**src/rtl/ccd_seq_pkg.sv**
```systemverilog
package ccd_seq_pkg;
  typedef enum logic [1:0] {
    MODE_STD    = 2'b00,
    MODE_WIDE18 = 2'b01,
    MODE_WIDE5F = 2'b10,
    MODE_SPARE  = 2'b11
  } seq_mode_e;

  typedef struct packed {
    logic hdummy;
    logic vdummy;
    logic ob_col;
    logic ob_row;
    logic eff;
    logic win;
    logic clamp;
  } region_flags_t;
endpackage

```
**src/rtl/ccd_hcount.sv**
```systemverilog
module ccd_hcount #(
  parameter int HCW = 11
) (
  input  logic           clk,
  input  logic           rst_n,
  input  logic           start_i,
  input  logic           run_i,
  input  logic [HCW-1:0] line_last_i,
  output logic [HCW-1:0] hcnt_o,
  output logic           line_end_o
);
  logic [HCW-1:0] hcnt_q, hcnt_d;

  assign line_end_o = run_i && (hcnt_q == line_last_i);
  assign hcnt_o     = hcnt_q;

  always_comb begin
    hcnt_d = hcnt_q;
    if (start_i)         hcnt_d = '0;
    else if (run_i)      hcnt_d = line_end_o ? '0 : hcnt_q + 1'b1;
  end

  always_ff @(posedge clk or negedge rst_n) begin
    if (!rst_n) hcnt_q <= '0;
    else        hcnt_q <= hcnt_d;
  end
endmodule

```
**src/rtl/ccd_vcount.sv**
```systemverilog
module ccd_vcount #(
  parameter int VW          = 10,
  parameter int SENSOR_ROWS = 674
) (
  input  logic          clk,
  input  logic          rst_n,
  input  logic          start_i,
  input  logic          extra_row_i,
  input  logic          line_end_i,
  output logic [VW-1:0] vcnt_o,
  output logic          run_o,
  output logic          field_end_o
);
  localparam logic [VW-1:0] LAST_BASE = VW'(SENSOR_ROWS - 1);

  logic [VW-1:0] vcnt_q, vcnt_d;
  logic          run_q, run_d;
  logic          last_line;

  assign last_line   = (vcnt_q == LAST_BASE + VW'(extra_row_i));
  assign field_end_o = line_end_i && last_line;
  assign vcnt_o      = vcnt_q;
  assign run_o       = run_q;

  always_comb begin
    vcnt_d = vcnt_q;
    run_d  = run_q;
    if (start_i) begin
      vcnt_d = '0;
      run_d  = 1'b1;
    end else if (line_end_i) begin
      vcnt_d = field_end_o ? '0 : vcnt_q + 1'b1;
      if (field_end_o) run_d = 1'b0;
    end
  end

  always_ff @(posedge clk or negedge rst_n) begin
    if (!rst_n) begin
      vcnt_q <= '0;
      run_q  <= 1'b0;
    end else begin
      vcnt_q <= vcnt_d;
      run_q  <= run_d;
    end
  end
endmodule

```
**src/rtl/ccd_region_decode.sv**
```systemverilog
module ccd_region_decode
  import ccd_seq_pkg::*;
#(
  parameter int HCW           = 11,
  parameter int VW            = 10,
  parameter int DUMMY_BITS    = 28,
  parameter int OB_FRONT_COLS = 4,
  parameter int EFF_COLS      = 962,
  parameter int OB_REAR_COLS  = 50,
  parameter int OB_FRONT_ROWS = 12,
  parameter int EFF_ROWS      = 654,
  parameter int WIN_ROWS      = 485,
  parameter int WIN_ROW_OFS   = 84,
  parameter int WIN_COLS_STD  = 711,
  parameter int WIN_COLS_W18  = 948,
  parameter int WIN_COLS_W5F  = 942
) (
  input  logic          run_i,
  input  logic          even_i,
  input  seq_mode_e     mode_i,
  input  logic [HCW-1:0] hcnt_i,
  input  logic [VW-1:0] vcnt_i,
  output region_flags_t flags_o
);
  localparam logic [HCW-1:0] C_OBF = HCW'(DUMMY_BITS);
  localparam logic [HCW-1:0] C_EFF = HCW'(DUMMY_BITS + OB_FRONT_COLS);
  localparam logic [HCW-1:0] C_OBR = HCW'(DUMMY_BITS + OB_FRONT_COLS + EFF_COLS);
  localparam logic [HCW-1:0] C_END = HCW'(DUMMY_BITS + OB_FRONT_COLS + EFF_COLS + OB_REAR_COLS);
  localparam int             W_BASE = DUMMY_BITS + OB_FRONT_COLS;
  localparam logic [HCW-1:0] WS_STD = HCW'(W_BASE + (EFF_COLS - WIN_COLS_STD) / 2);
  localparam logic [HCW-1:0] WS_W18 = HCW'(W_BASE + (EFF_COLS - WIN_COLS_W18) / 2);
  localparam logic [HCW-1:0] WS_W5F = HCW'(W_BASE + (EFF_COLS - WIN_COLS_W5F) / 2);
  localparam logic [HCW-1:0] WE_STD = WS_STD + HCW'(WIN_COLS_STD);
  localparam logic [HCW-1:0] WE_W18 = WS_W18 + HCW'(WIN_COLS_W18);
  localparam logic [HCW-1:0] WE_W5F = WS_W5F + HCW'(WIN_COLS_W5F);
  localparam logic [VW-1:0]  R_EFF  = VW'(OB_FRONT_ROWS);
  localparam logic [VW-1:0]  R_OBR  = VW'(OB_FRONT_ROWS + EFF_ROWS);
  localparam logic [VW-1:0]  R_WS   = VW'(OB_FRONT_ROWS + WIN_ROW_OFS);
  localparam logic [VW-1:0]  R_WE   = VW'(OB_FRONT_ROWS + WIN_ROW_OFS + WIN_ROWS);

  logic [VW-1:0]  srow;
  logic [HCW-1:0] ws, we;
  logic           vdum, sens, col_pix, col_eff, col_obr, row_ob, row_eff, row_win;

  assign vdum    = run_i && even_i && (vcnt_i == '0);
  assign sens    = run_i && !vdum;
  assign srow    = vcnt_i - VW'(even_i);
  assign col_pix = (hcnt_i >= C_OBF) && (hcnt_i < C_END);
  assign col_eff = (hcnt_i >= C_EFF) && (hcnt_i < C_OBR);
  assign col_obr = (hcnt_i >= C_OBR) && (hcnt_i < C_END);
  assign row_ob  = (srow < R_EFF) || (srow >= R_OBR);
  assign row_eff = !row_ob;
  assign row_win = (srow >= R_WS) && (srow < R_WE);

  always_comb begin
    unique case (mode_i)
      MODE_WIDE18: begin ws = WS_W18; we = WE_W18; end
      MODE_WIDE5F: begin ws = WS_W5F; we = WE_W5F; end
      default:     begin ws = WS_STD; we = WE_STD; end
    endcase
  end

  always_comb begin
    flags_o.hdummy = run_i && (hcnt_i < C_OBF);
    flags_o.vdummy = vdum;
    flags_o.ob_col = sens && col_pix && !col_eff;
    flags_o.ob_row = sens && row_ob && col_pix;
    flags_o.eff    = sens && row_eff && col_eff;
    flags_o.win    = sens && row_eff && row_win && (hcnt_i >= ws) && (hcnt_i < we);
    flags_o.clamp  = sens && col_obr;
  end
endmodule

```
**src/rtl/ccd_region_seq.sv**
```systemverilog
module ccd_region_seq
  import ccd_seq_pkg::*;
#(
  parameter int DUMMY_BITS    = 28,
  parameter int OB_FRONT_COLS = 4,
  parameter int EFF_COLS      = 962,
  parameter int OB_REAR_COLS  = 50,
  parameter int OB_FRONT_ROWS = 12,
  parameter int EFF_ROWS      = 654,
  parameter int OB_REAR_ROWS  = 8,
  parameter int WIN_ROWS      = 485,
  parameter int WIN_ROW_OFS   = (EFF_ROWS - WIN_ROWS) / 2,
  parameter int WIN_COLS_STD  = 711,
  parameter int WIN_COLS_W18  = 948,
  parameter int WIN_COLS_W5F  = 942,
  parameter int LINE_LONG     = 1144,
  parameter int LINE_5F_SHORT = 1137
) (
  input  logic       clk,
  input  logic       rst_n,
  input  logic       sync_i,
  input  logic       field_even_i,
  input  logic [1:0] mode_i,
  output logic       hdummy_o,
  output logic       vdummy_o,
  output logic       ob_col_o,
  output logic       ob_row_o,
  output logic       eff_o,
  output logic       win_o,
  output logic       clamp_o,
  output logic       eol_o,
  output logic       eof_o
);
  localparam int SENSOR_ROWS = OB_FRONT_ROWS + EFF_ROWS + OB_REAR_ROWS;
  localparam int HCW         = $clog2(LINE_LONG + 2);
  localparam int VW          = $clog2(SENSOR_ROWS + 2);
  localparam logic [HCW-1:0] LAST_LONG = HCW'(LINE_LONG - 1);
  localparam logic [HCW-1:0] LAST_5F_S = HCW'(LINE_5F_SHORT - 1);

  seq_mode_e      mode_q, mode_d;
  logic           even_q, even_d;
  logic           run, line_end, field_end;
  logic [HCW-1:0] hcnt, line_last;
  logic [VW-1:0]  vcnt;
  region_flags_t  flags;

  // field-start capture of mode and parity
  always_comb begin
    mode_d = mode_q;
    even_d = even_q;
    if (sync_i) begin
      mode_d = seq_mode_e'(mode_i);
      even_d = field_even_i;
    end
  end

  always_ff @(posedge clk or negedge rst_n) begin
    if (!rst_n) begin
      mode_q <= MODE_STD;
      even_q <= 1'b0;
    end else begin
      mode_q <= mode_d;
      even_q <= even_d;
    end
  end

  // 5fsc lines alternate short/long; other modes use the long line
  assign line_last = (mode_q == MODE_WIDE5F) ? LAST_5F_S + HCW'(vcnt[0]) : LAST_LONG;

  ccd_hcount #(.HCW(HCW)) u_hcnt (
    .clk(clk), .rst_n(rst_n), .start_i(sync_i), .run_i(run),
    .line_last_i(line_last), .hcnt_o(hcnt), .line_end_o(line_end)
  );

  ccd_vcount #(.VW(VW), .SENSOR_ROWS(SENSOR_ROWS)) u_vcnt (
    .clk(clk), .rst_n(rst_n), .start_i(sync_i), .extra_row_i(even_q),
    .line_end_i(line_end), .vcnt_o(vcnt), .run_o(run), .field_end_o(field_end)
  );

  ccd_region_decode #(
    .HCW(HCW), .VW(VW), .DUMMY_BITS(DUMMY_BITS), .OB_FRONT_COLS(OB_FRONT_COLS),
    .EFF_COLS(EFF_COLS), .OB_REAR_COLS(OB_REAR_COLS), .OB_FRONT_ROWS(OB_FRONT_ROWS),
    .EFF_ROWS(EFF_ROWS), .WIN_ROWS(WIN_ROWS), .WIN_ROW_OFS(WIN_ROW_OFS),
    .WIN_COLS_STD(WIN_COLS_STD), .WIN_COLS_W18(WIN_COLS_W18), .WIN_COLS_W5F(WIN_COLS_W5F)
  ) u_dec (
    .run_i(run), .even_i(even_q), .mode_i(mode_q), .hcnt_i(hcnt), .vcnt_i(vcnt),
    .flags_o(flags)
  );

  assign hdummy_o = flags.hdummy;
  assign vdummy_o = flags.vdummy;
  assign ob_col_o = flags.ob_col;
  assign ob_row_o = flags.ob_row;
  assign eff_o    = flags.eff;
  assign win_o    = flags.win;
  assign clamp_o  = flags.clamp;
  assign eol_o    = line_end;
  assign eof_o    = field_end;
endmodule

```
**config.mk**
```make
export PLATFORM = sky130hd
export DESIGN_NAME = ccd_region_seq
export DESIGN_NICKNAME = d
export VERILOG_FILES = /design/src/rtl/ccd_seq_pkg.sv /design/src/rtl/ccd_hcount.sv /design/src/rtl/ccd_vcount.sv /design/src/rtl/ccd_region_decode.sv /design/src/rtl/ccd_region_seq.sv
export SDC_FILE = /design/constraint.sdc
export NUM_CORES = 1
export LEC_CHECK = 0
export BUFFER_PORTS_ARGS = -buffer_cell sky130_fd_sc_hd__buf_4
export CAP_MARGIN = 20
export CORE_MARGIN = 2
export CORE_UTILIZATION = 23
export DETAILED_ROUTE_END_ITERATION = 7
export HOLD_SLACK_MARGIN = 0.1
export PLACE_DENSITY = 0.42
export SYNTH_ARGS = -nofsm -noshare
export SYNTH_HDL_FRONTEND = slang
export SYNTH_SLANG_ARGS = --single-unit
```
**constraint.sdc**
```tcl
create_clock -name clk -period 7.6 [get_ports clk]
set_input_delay 1.14 -clock clk [delete_from_list [all_inputs] [get_ports clk]]
set_output_delay 1.14 -clock clk [all_outputs]
set_load 0.05 [all_outputs]
```
==> results.txt <==
The clock net sink count came out at 25. Counting instances in the post-synthesis netlist gives the leading cell types as sky130_fd_sc_hd__nor2_1 (29), sky130_fd_sc_hd__dfrtp_1 (25), sky130_fd_sc_hd__nand2_1 (25). The count of port buffers added during placement came out at 14. The critical path in this run is classified as reg -> out. The tightest slew margin relative to the limit is about a third. The synthesized netlist cell count is 269. Setup repair after global routing left no endpoint under its margin. The area growth from synthesis to layout is 11.45%. The actual transition at the worst max-transition pin is 0.9823 ns.

Clock tree synthesis inserted a total of 3 buffers. The overall die area came out at 0.01070 mm^2. The final design instance area without fill came out at 0.002534 mm^2.

The total via count in the routed design came out at 1908. The count of endpoints failing setup in the final report is 0. The min-delay analysis places its worst path in the category reg -> reg. The amount of wire on met3 after detailed routing came out at 179 um. Summing internal, switching and leakage power gives 0.0003098 W. In this run the mean area of a mapped cell was 8.451 um^2. The count of nets left with antenna violations once routing finished came out at 0. The wire-length estimate of the detail-placed layout is 4.311 mm.

The worst setup timing slack at the placement stage is between 3 and 4 ns. The worst hold path cell count came out at 2. Once the clock tree was built, the setup fixing pass inserted 0 buffers. For the final database, setup skew stands at 0.01541 ns.

For the worst-skew pair, the clock arrives at the later sink with an insertion delay of 0.28 ns. Counting cells, the worst reg-to-reg path comes to 9. The core region area is 0.009684 mm^2. The max-slew violation count was 0. Sorting the synthesized cells by area gives the leading types as sky130_fd_sc_hd__dfrtp_1 (28%), sky130_fd_sc_hd__ha_1 (12%), sky130_fd_sc_hd__xor2_1 (5.8%).

The via count of the first global-routing pass came out at 1936. The post-route netlist has 11.72% of its cells at a drive strength greater than 1. Routed signal wires occupy layers up through met4. The critical path data arrival time came out at 3.09 ns. The die outline height is 103.4 um. The timing-limited maximum frequency is 236.7 MHz. By instance count, the leading cell after synthesis is sky130_fd_sc_hd__nor2_1. The number of antenna cells inserted is 0. The starting utilization of the core area came out at 23.48%. The number of top-level design ports came out at 15.

The number of nets in the synthesized netlist came out at between 200 and 300. The share of the cycle needed by the critical path after routing came out at 55.60%. In this run the core area contains 36 standard-cell rows. Across every metal layer, demand over resource in global routing totals 11.71%.

The instance area at placement came out at 0.002485 mm^2. The power density over cell area is 122.3 mW/mm^2. The number of hold buffers added after CTS came out at 0.

The number of warning messages in the yosys log came out at 0. The max-cap violation count came out at 0. After synthesis, the netlist uses between 60 and 70 different library cells. The worst setup path is launched from a flop. Along the worst path, the maximum fanout reaches 14. The primary flip-flop cell chosen by synthesis mapping is sky130_fd_sc_hd__dfrtp_1. The flip-flop and latch count after synthesis is 25. The flow ran to the end, and the final reports show no timing, DRC or antenna violations. In this run the number of H-tree levels came out at 1. After the last flow step, the layout net total stands at slightly above 300. The pin count of the biggest net entering global routing came out at 26. The post-synthesis async set-or-reset flop share is 100.0%. The number of hold-slack violations in the final timing report is 0.

The largest vdd supply drop is 68.69 uV. The first-pass iteration count of the detailed router came out at 4. The placer congestion estimate came out at 0.7809. The total met2 wirelength after detailed routing is 2.748 mm. The final setup slack of the worst path is about 3.4 ns.

The total length of routed wires is 5.705 mm. The data required time at the worst endpoint came out at 6.46 ns. The detailed router put a total of 2.724 mm of wire on met1. The starting DRC count in detailed routing is 37. The summed negative setup slack over all endpoints came out at 0 ns. Sequential elements use 27.52% of the synthesized area.

The end-of-flow core utilization is 26.16%. The clock input transition at the sequential cells of the worst setup and hold paths came out at 0.11 ns. The fraction of post-synthesis cell area in the top cell type by area is between 20 and 30%. After clock tree synthesis, the repair step resized 0 gates. The maximum clock insertion buffer count came out at 2. The die width came out at 103.4 um.

The TritonCTS clock tree is built. The worst setup path is captured at an output pin. The number of antenna violations at the first check in global routing came out at 0. The minimum clock period after layout is ~4.2 ns. After synthesis the cells add up to between 0.002 and 0.0025 mm^2.

The clock root buffer master is sky130_fd_sc_hd__clkbuf_8. For this run, design rule violations remaining after detail routing come to 0. The count of flip-flops with a built-in enable after synthesis came out at 0. The first global-routing pass estimated 9.804 mm of wire. The ratio of routed vias to standard cells came out at 4.700.

The routed wirelength normalized by instance count is approximately 14 um. The leftover overflow at the end of global routing came out at 0. For this design the static power due to leakage is roughly 1.1 nW. The library cell occupying the most area in the post-synthesis netlist is sky130_fd_sc_hd__dfrtp_1.
## final cells by class
type / count / area [um^2]
fill: 1063 / 7151
timing repair buffer: 14 / 105.1
clock inverter: 1 / 7.507
sequential: 25 / 625.6
inverter: 12 / 45.04
multi-input combinational: 218 / 1543
tap: 133 / 166.4
clock buffer: 3 / 41.29
## registers in the layout, summed over array words and instances, names as in the netlist
signal	cells
even_q	1
mode_q	2
u_vcnt.vcnt_o	10
u_vcnt.run_o	1
u_hcnt.hcnt_o	11
## worst paths after layout
path / from / end / slack [ns]
hold reg to reg: mode_q[1]$_DFFE_PN0P_ / mode_q[1]$_DFFE_PN0P_ / 0.57
min in group asynchronous: rst_n / u_vcnt.run_o$_DFFE_PN0P_ / 0.76
setup reg to reg: mode_q[0]$_DFFE_PN0P_ / u_vcnt.vcnt_o[3]$_DFFE_PN0P_ / 4.74
hold / removal: mode_q[1]$_DFFE_PN0P_ / mode_q[1]$_DFFE_PN0P_ / 0.57
setup / recovery: u_vcnt.vcnt_o[0]$_DFFE_PN0P_ / win_o / 3.37
max in group asynchronous: rst_n / even_q$_DFFE_PN0P_ / 6.57
## kinds of logic (layout without fill, tap and decap cells)
family	after synthesis	after routing	synth area share, %
flip-flops	25	25	27.52
buffers and inverters	26	30	4.623
XOR/XNOR	19	19	7.320
AND/OR/NAND/NOR	123	123	31.54
AO/OA/AOI/OAI	52	52	15.91
multiplexers	2	2	0.9906
adder cells (fa/ha/maj)	22	22	12.11
## per-stage QoR
| step | hold slack, ns | instances |
|---|---|---|
| 2_1_floorplan | 0.5230 | 269 |
| 3_3_place_gp | 0.5519 | 402 |
| 3_5_place_dp | 0.5548 | 402 |
| 4_1_cts | 0.5712 | 406 |
| 5_1_grt | 0.6127 | 406 |
| 6_report | 0.5735 | 406 |
## where the power goes
group / internal (W) / switching (W) / total [W]
combinational: 0.0000319 / 0.0000484 / 0.0000804
sequential: 0.000137 / 0.00000776 / 0.000144
clock: 0.0000373 / 0.0000479 / 0.0000852
## critical path, cell delays in order, from the launching register on
cell                       delay (ns)
sky130_fd_sc_hd__dfrtp_1         0.46
sky130_fd_sc_hd__inv_1           0.11
sky130_fd_sc_hd__ha_1            0.23
sky130_fd_sc_hd__ha_1            0.48
sky130_fd_sc_hd__or3b_1          0.40
sky130_fd_sc_hd__o31ai_1         0.19
sky130_fd_sc_hd__nand4_1         0.12
sky130_fd_sc_hd__a211oi_1        0.27
sky130_fd_sc_hd__a21oi_1         0.11
sky130_fd_sc_hd__a211oi_1        0.21
sky130_fd_sc_hd__buf_4           0.24
## layout by cell type (no fill, tap or decap), types with 5 or more instances in the layout
cell and n:
sky130_fd_sc_hd__nor2_1 29, sky130_fd_sc_hd__nand2_1 25, sky130_fd_sc_hd__dfrtp_1 25, sky130_fd_sc_hd__ha_1 22
sky130_fd_sc_hd__xor2_1 15, sky130_fd_sc_hd__o21ai_0 14, sky130_fd_sc_hd__buf_4 14, sky130_fd_sc_hd__inv_1 12
sky130_fd_sc_hd__nand3_1 12, sky130_fd_sc_hd__nand4_1 9, sky130_fd_sc_hd__nor3_1 7, sky130_fd_sc_hd__a21oi_1 7
sky130_fd_sc_hd__nand2b_1 5, sky130_fd_sc_hd__a21o_1 5
## per-layer routing
metal,up-vias,GRT usage (%)
met5,-,0
met3,4,1.949
li1,974,-
met1,911,15.25
met2,19,19.85
met4,0,3.543
Note: power is estimated with default switching activity, not from simulation.
